## src/rtl/i2c_wiper_pkg.sv

```systemverilog
package i2c_wiper_pkg;

    localparam int BYTE_W  = 8;
    localparam int WIPER_W = 7;
    localparam int CNT_W   = $clog2(BYTE_W + 1);

    localparam logic [WIPER_W-1:0] ADDR_VAR_A  = 7'b0101110;
    localparam logic [WIPER_W-1:0] ADDR_VAR_B  = 7'b0111110;
    localparam logic [BYTE_W-1:0]  CMD_WIPER   = 8'h00;
    localparam logic [WIPER_W-1:0] WIPER_RESET = 7'h40;

    typedef enum logic [3:0] {
        ST_IDLE,
        ST_ADDR,
        ST_ADDR_ACK,
        ST_CMD,
        ST_CMD_ACK,
        ST_DATA,
        ST_DATA_ACK,
        ST_READ,
        ST_READ_ACK,
        ST_SKIP
    } slv_state_e;

    typedef struct packed {
        slv_state_e          state;
        logic [BYTE_W-1:0]   shift;
        logic [CNT_W-1:0]    bits;
        logic                rw;
        logic                drive_low;
        logic [WIPER_W-1:0]  wiper;
    } core_regs_t;

endpackage

```

## src/rtl/i2c_line_sync.sv

```systemverilog
module i2c_line_sync #(
    parameter int STAGES = 2
) (
    input  logic clk,
    input  logic rst_n,
    input  logic scl_i,
    input  logic sda_i,
    output logic sda_o,
    output logic scl_rise_o,
    output logic scl_fall_o,
    output logic start_o,
    output logic stop_o
);

    typedef struct packed {
        logic [STAGES-1:0] scl_pipe;
        logic [STAGES-1:0] sda_pipe;
        logic              scl_prev;
        logic              sda_prev;
    } sync_regs_t;

    sync_regs_t sync_d, sync_q;
    logic       scl_s;

    assign scl_s = sync_q.scl_pipe[STAGES-1];
    assign sda_o = sync_q.sda_pipe[STAGES-1];

    always_comb begin
        sync_d          = sync_q;
        sync_d.scl_pipe = {sync_q.scl_pipe[STAGES-2:0], scl_i};
        sync_d.sda_pipe = {sync_q.sda_pipe[STAGES-2:0], sda_i};
        sync_d.scl_prev = scl_s;
        sync_d.sda_prev = sda_o;
    end

    always_ff @(posedge clk or negedge rst_n) begin
        if (!rst_n) sync_q <= '1;
        else        sync_q <= sync_d;
    end

    // Bus events, valid for one system clock.
    assign scl_rise_o = scl_s && !sync_q.scl_prev;
    assign scl_fall_o = !scl_s && sync_q.scl_prev;
    assign start_o    = scl_s && sync_q.scl_prev && sync_q.sda_prev && !sda_o;
    assign stop_o     = scl_s && sync_q.scl_prev && !sync_q.sda_prev && sda_o;

endmodule

```

## src/rtl/i2c_wiper_core.sv

```systemverilog
module i2c_wiper_core
    import i2c_wiper_pkg::*;
#(
    parameter logic [WIPER_W-1:0] DEV_ADDR = ADDR_VAR_A
) (
    input  logic               clk,
    input  logic               rst_n,
    input  logic               sda_s,
    input  logic               scl_rise,
    input  logic               scl_fall,
    input  logic               start_det,
    input  logic               stop_det,
    output logic               drive_low_o,
    output logic [WIPER_W-1:0] wiper_o
);

    localparam logic [CNT_W-1:0] BITS_FULL = CNT_W'(BYTE_W);

    core_regs_t core_d, core_q;

    always_comb begin
        core_d = core_q;
        if (start_det) begin
            core_d.state     = ST_ADDR;
            core_d.bits      = '0;
            core_d.drive_low = 1'b0;
        end else if (stop_det) begin
            core_d.state     = ST_IDLE;
            core_d.drive_low = 1'b0;
        end else begin
            unique case (core_q.state)
                ST_ADDR, ST_CMD, ST_DATA: begin
                    if (scl_rise && core_q.bits < BITS_FULL) begin
                        core_d.shift = {core_q.shift[BYTE_W-2:0], sda_s};
                        core_d.bits  = core_q.bits + 1'b1;
                    end else if (scl_fall && core_q.bits == BITS_FULL) begin
                        core_d.bits = '0;
                        if (core_q.state == ST_ADDR) begin
                            if (core_q.shift[BYTE_W-1:1] == DEV_ADDR) begin
                                core_d.rw        = core_q.shift[0];
                                core_d.drive_low = 1'b1;
                                core_d.state     = ST_ADDR_ACK;
                            end else begin
                                core_d.state = ST_SKIP;
                            end
                        end else if (core_q.state == ST_CMD) begin
                            if (core_q.shift == CMD_WIPER) begin
                                core_d.drive_low = 1'b1;
                                core_d.state     = ST_CMD_ACK;
                            end else begin
                                core_d.state = ST_SKIP;
                            end
                        end else begin
                            core_d.drive_low = 1'b1;
                            core_d.state     = ST_DATA_ACK;
                        end
                    end
                end
                ST_ADDR_ACK: begin
                    if (scl_fall) begin
                        core_d.bits = '0;
                        if (core_q.rw) begin
                            core_d.shift     = {1'b0, core_q.wiper};
                            core_d.drive_low = ~core_d.shift[BYTE_W-1];
                            core_d.state     = ST_READ;
                        end else begin
                            core_d.drive_low = 1'b0;
                            core_d.state     = ST_CMD;
                        end
                    end
                end
                ST_CMD_ACK: begin
                    if (scl_fall) begin
                        core_d.drive_low = 1'b0;
                        core_d.state     = ST_DATA;
                    end
                end
                ST_DATA_ACK: begin
                    if (scl_fall) begin
                        core_d.drive_low = 1'b0;
                        core_d.wiper     = core_q.shift[WIPER_W-1:0];
                        core_d.state     = ST_DATA;
                    end
                end
                ST_READ: begin
                    if (scl_rise) begin
                        core_d.bits = core_q.bits + 1'b1;
                    end else if (scl_fall) begin
                        if (core_q.bits == BITS_FULL) begin
                            core_d.drive_low = 1'b0;
                            core_d.state     = ST_READ_ACK;
                        end else begin
                            core_d.shift     = {core_q.shift[BYTE_W-2:0], 1'b0};
                            core_d.drive_low = ~core_d.shift[BYTE_W-1];
                        end
                    end
                end
                ST_READ_ACK: begin
                    if (scl_rise && sda_s) begin
                        core_d.state = ST_SKIP;
                    end else if (scl_fall) begin
                        core_d.bits      = '0;
                        core_d.shift     = {1'b0, core_q.wiper};
                        core_d.drive_low = ~core_d.shift[BYTE_W-1];
                        core_d.state     = ST_READ;
                    end
                end
                default: ;
            endcase
        end
    end

    always_ff @(posedge clk or negedge rst_n) begin
        if (!rst_n) begin
            core_q           <= '0;
            core_q.state     <= ST_IDLE;
            core_q.wiper     <= WIPER_RESET;
        end else begin
            core_q <= core_d;
        end
    end

    assign drive_low_o = core_q.drive_low;
    assign wiper_o     = core_q.wiper;

endmodule

```

## src/rtl/wiper_tap_decode.sv

```systemverilog
module wiper_tap_decode #(
    parameter int WIPER_W = 7,
    parameter bit ONE_HOT = 1'b1,
    parameter int TAP_W   = 128
) (
    input  logic [WIPER_W-1:0] wiper_i,
    output logic [TAP_W-1:0]   tap_o
);

    generate
        if (ONE_HOT) begin : g_onehot
            always_comb begin
                tap_o          = '0;
                tap_o[wiper_i] = 1'b1;
            end
        end else begin : g_binary
            assign tap_o = TAP_W'(wiper_i);
        end
    endgenerate

endmodule

```

## src/rtl/i2c_wiper_slave.sv

```systemverilog
module i2c_wiper_slave
    import i2c_wiper_pkg::*;
#(
    parameter bit  VARIANT_B   = 1'b0,
    parameter bit  TAP_ONEHOT  = 1'b1,
    parameter int  SYNC_STAGES = 2,
    localparam int TAP_W       = TAP_ONEHOT ? (1 << WIPER_W) : WIPER_W
) (
    input  logic               clk,
    input  logic               rst_n,
    input  logic               scl_i,
    input  logic               sda_i,
    output logic               sda_oe_n_o,
    output logic [WIPER_W-1:0] wiper_o,
    output logic [TAP_W-1:0]   tap_sel_o
);

    localparam logic [WIPER_W-1:0] DEV_ADDR = VARIANT_B ? ADDR_VAR_B : ADDR_VAR_A;

    logic sda_s, scl_rise, scl_fall, start_det, stop_det, drive_low;

    i2c_line_sync #(.STAGES(SYNC_STAGES)) sync_i (
        .clk        (clk),
        .rst_n      (rst_n),
        .scl_i      (scl_i),
        .sda_i      (sda_i),
        .sda_o      (sda_s),
        .scl_rise_o (scl_rise),
        .scl_fall_o (scl_fall),
        .start_o    (start_det),
        .stop_o     (stop_det)
    );

    i2c_wiper_core #(.DEV_ADDR(DEV_ADDR)) core_i (
        .clk         (clk),
        .rst_n       (rst_n),
        .sda_s       (sda_s),
        .scl_rise    (scl_rise),
        .scl_fall    (scl_fall),
        .start_det   (start_det),
        .stop_det    (stop_det),
        .drive_low_o (drive_low),
        .wiper_o     (wiper_o)
    );

    wiper_tap_decode #(.WIPER_W(WIPER_W), .ONE_HOT(TAP_ONEHOT), .TAP_W(TAP_W)) tap_i (
        .wiper_i (wiper_o),
        .tap_o   (tap_sel_o)
    );

    assign sda_oe_n_o = ~drive_low;

endmodule

```

## config.mk

```make
export PLATFORM = sky130hd
export DESIGN_NAME = i2c_wiper_slave
export DESIGN_NICKNAME = d
export VERILOG_FILES = /design/src/rtl/i2c_wiper_pkg.sv /design/src/rtl/i2c_line_sync.sv /design/src/rtl/i2c_wiper_core.sv /design/src/rtl/wiper_tap_decode.sv /design/src/rtl/i2c_wiper_slave.sv
export SDC_FILE = /design/constraint.sdc
export NUM_CORES = 1
export LEC_CHECK = 0
export BUFFER_PORTS_ARGS = -buffer_cell sky130_fd_sc_hd__buf_2
export CAP_MARGIN = 30
export CORE_MARGIN = 4
export CORE_UTILIZATION = 30
export DETAILED_ROUTE_END_ITERATION = 10
export PLACE_DENSITY_LB_ADDON = 0.15
export SLEW_MARGIN = 10
export SYNTH_ARGS = -nofsm -noshare
export SYNTH_HDL_FRONTEND = slang
export SYNTH_SLANG_ARGS = --single-unit
```

## constraint.sdc

```tcl
create_clock -name clk -period 2 [get_ports clk]
set_clock_uncertainty 0.1 [all_clocks]
set_input_delay 0.2 -clock clk [delete_from_list [all_inputs] [get_ports clk]]
set_output_delay 0.2 -clock clk [all_outputs]
set_load 0.05 [all_outputs]
```

==> metrics.txt <==
Clock Tree Buf Depth 2; async set-reset flop share out of synthesis 100%; Port Buffers 139; outcome finished with violations; Synth warnings 0; vias per cell 5.15; Setup Viol. Count Final 8; worst slew pin tran 0.723 ns; CORE AREA 8380 um^2; die height 102 um; Synth Flop Type dfrtp_1; CP startpoint kind flip-flop; hold crit path type reg -> reg; share of post-route cells with drive strength above 1 66.8%; critical path cell sequence buf_4, nand2b_2, buf_4, a2111o_1, o311ai_4, buf_4, buf_4, nand2_1, o31ai_1; vias in the first global route 3,158; Tmin final 2.09 ns; Initial Utilization 31.4%; uppermost routed layer met4; # DRC 0; Clock Tree Root clkbuf_8; Top cell by count, worst path buf_4; P_leak 2.25 nW; Syn Inst Count 366; Max Slew Vio Count 0; via count 3,517; Pre-antenna DRT Iters 5; Routed met3 length 748 um; CP max-delay cell dfrtp_2; CP top delay family buffers and inverters; Netlist cell types 53; Power, Total 6.44 mW; cts bufs inserted 5; antenna-violating nets left 0; Syn-to-layout area delta 91.3%; antenna violations before repair 0; CP required 2.09 ns; antenna cells 0; CTS clock-pin slew for the worst setup and hold paths 0.07 ns; final hold violation count 0; max incr delay on CP 0.46 ns; Metal-1 WL 4.82 mm; final setup margin -0.0871 ns; worst-path fanout max 7; clk sinks 31; Final period util 104%; HPWL Detailed 8.95 mm; met2 wire length 6.08 mm; die area 10,300 um^2; relative slew slack 51.8%; io pins 140; routability cong. 0.914; fin nets 583; GRT Total Usage 21.1%; type of the worst setup path reg -> reg; CP bufs+invs 4; first-pass GRT wire length 17.3 mm; syn nets 372; total grt overflow 0; FMAX 479 MHz; initial DRC count 180; maximum VDD drop 0.000705 V; average size of a mapped cell 7.19 um^2; routed wire length 11.9 mm; die width 102 um; Seq/Total Area, Yosys 29.8%; worst-skew pair later-pin latency 0.29 ns; TritonCTS clock tree yes; Avg WL per Cell 17.4 um; Setup crit end kind flip-flop; EDFF count, synth 0; PwrDens 1280 nW/um^2; RSZ-0062 raised after global routing yes; FP Rows 33; Seq cells post-synth 31; largest net degree at the start of global routing 32; pre-CTS setup slack -0.183 ns; CP Data Arrival Time 2.18 ns; Worst Hold Margin 0.258 ns; Max-Cap Viols 0; failing checks setup timing; CTS H-tree lvls 2; Post-Syn Area 2630 um^2
-- cell usage in the layout, fill, tap and decap left out, types with 3 or more instances in the layout --
cell type	Yosys	layout
nor2_4	0	19
o21ai_0	9	5
nor2_1	146	74
nor3_1	3	3
nand3_1	11	9
nand2b_1	6	4
o211ai_1	3	3
buf_6	0	28
o21ai_1	0	4
nand4_1	4	4
dfrtp_2	0	10
nor2_2	0	53
dfrtp_1	24	14
buf_12	0	3
dlygate4sd3_1	0	3
nand2_2	0	6
inv_1	11	11
clkbuf_4	0	23
mux2_2	21	20
nand3b_1	3	3
nor2b_4	0	5
buf_2	4	22
nand2_1	20	12
a21oi_1	6	6
clkbuf_8	0	7
mux2i_1	5	5
a31oi_1	3	3
dfstp_2	7	7
buf_4	8	155
-- final timing paths --
kind,from,end,slack (ns),cells after the start
min in group asynchronous,rst_n,core_i.core_q[9]$_DFFE_PN0P_,0.40,2
max,core_i.core_q[24]$_DFFE_PN0P_,core_i.core_q[10]$_DFFE_PN0P_,-0.09,9
min reg2reg,sync_i.sync_d[3]$_DFF_PN1_,sync_i.sda_o$_DFF_PN1_,0.26,0
max reg2reg,core_i.core_q[24]$_DFFE_PN0P_,core_i.core_q[10]$_DFFE_PN0P_,-0.09,9
min,sync_i.sync_d[3]$_DFF_PN1_,sync_i.sda_o$_DFF_PN1_,0.26,0
max in group asynchronous,rst_n,core_i.wiper_o[5]$_DFFE_PN0P_,0.89,2
-- power breakdown --
group	switching, mW	leakage (nW)	internal [mW]
Sequential	0.254	0.372	0.851
Combinational	2.77	1.83	1.98
Clock	0.268	0.0505	0.313
Total	3.29	2.25	3.15
-- synthesized netlist by cell type (2+ instances only) --
library cell	count	area share [%]
o31ai_1	3	0.86
ha_1	2	0.95
dfstp_2	7	7.0
dfrtp_1	24	23
nand3b_1	3	0.86
nand2b_1	6	1.4
a31oi_1	3	0.71
clkbuf_1	18	2.6
o221ai_1	3	1.0
a211oi_1	3	0.86
mux2_2	21	9.0
mux2i_1	5	1.9
nand2_1	20	2.9
buf_2	4	0.76
or4_1	2	0.57
a21oi_1	6	1.1
nor2b_1	7	1.7
o211ai_1	3	0.86
nand4_1	4	0.95
nor3_1	3	0.57
nor4b_1	2	0.67
nand3_1	11	2.1
o21ai_0	9	1.7
or3_1	4	0.95
inv_1	11	1.6
nor2_1	146	21
nand4b_1	2	0.67
o21a_1	2	0.57
buf_4	8	2.3
-- per-stage QoR --
stage | utilization, % | TNS, ns | instance area [um^2] | std cells
global route | 60.0 | -2.09 | 5030 | 683
floorplan | - | -8.87 | 2860 | 366
CTS | 54.9 | -0.639 | 4600 | 675
detailed placement | 49.6 | -1.72 | 4160 | 658
global placement | 49.6 | -1.41 | 4160 | 658
finish | 60.0 | -0.403 | 5030 | 683
-- area by class of cell --
cell class / count / area (um^2)
inverter: 12 / 45.0
multi-input combinational: 293 / 2100
timing repair buffer: 234 / 1850
tap: 105 / 131
clock buffer: 7 / 96.3
sequential: 31 / 797
fill: 753 / 3350
clock inverter: 1 / 7.51
-- cell families (layout without fill, tap and decap cells) --
kind of cell / after synthesis / count (layout) / synth area share, %
AOI/OAI and AO/OA: 44 / 44 / 12.7
xor gates and xnor gates: 1 / 1 / 0.333
adders and majority gates: 3 / 3 / 1.33
buffers and inverters: 42 / 254 / 7.33
DFF: 31 / 31 / 29.8
muxes: 26 / 26 / 10.9
and+or+nand+nor: 219 / 219 / 37.6
-- flip-flops by register name, summed over array words and instances (netlist names) --
signal,cells
core_i.wiper_o,7
sync_i.sda_o,1
sync_i.sync_d,2
core_i.drive_low_o,1
core_i.core_q,17
sync_i.sync_q,2
sync_i.scl_s,1
-- per-layer routing --
metal | track usage (%) | vias up
met5 | 0 | -
met4 | 3.58 | 0
met3 | 3.86 | 27
met2 | 35.9 | 165
met1 | 28.4 | 1669
li1 | - | 1656
-- what timing repair did --
item	CTS	global route
setup endpoints to repair	125	128
resized for setup	96	164
hold endpoints to repair	26	0
pin swaps	9	10
hold buffers	3	0
setup buffers	6	8
Note: power is estimated with default switching activity, not from simulation.
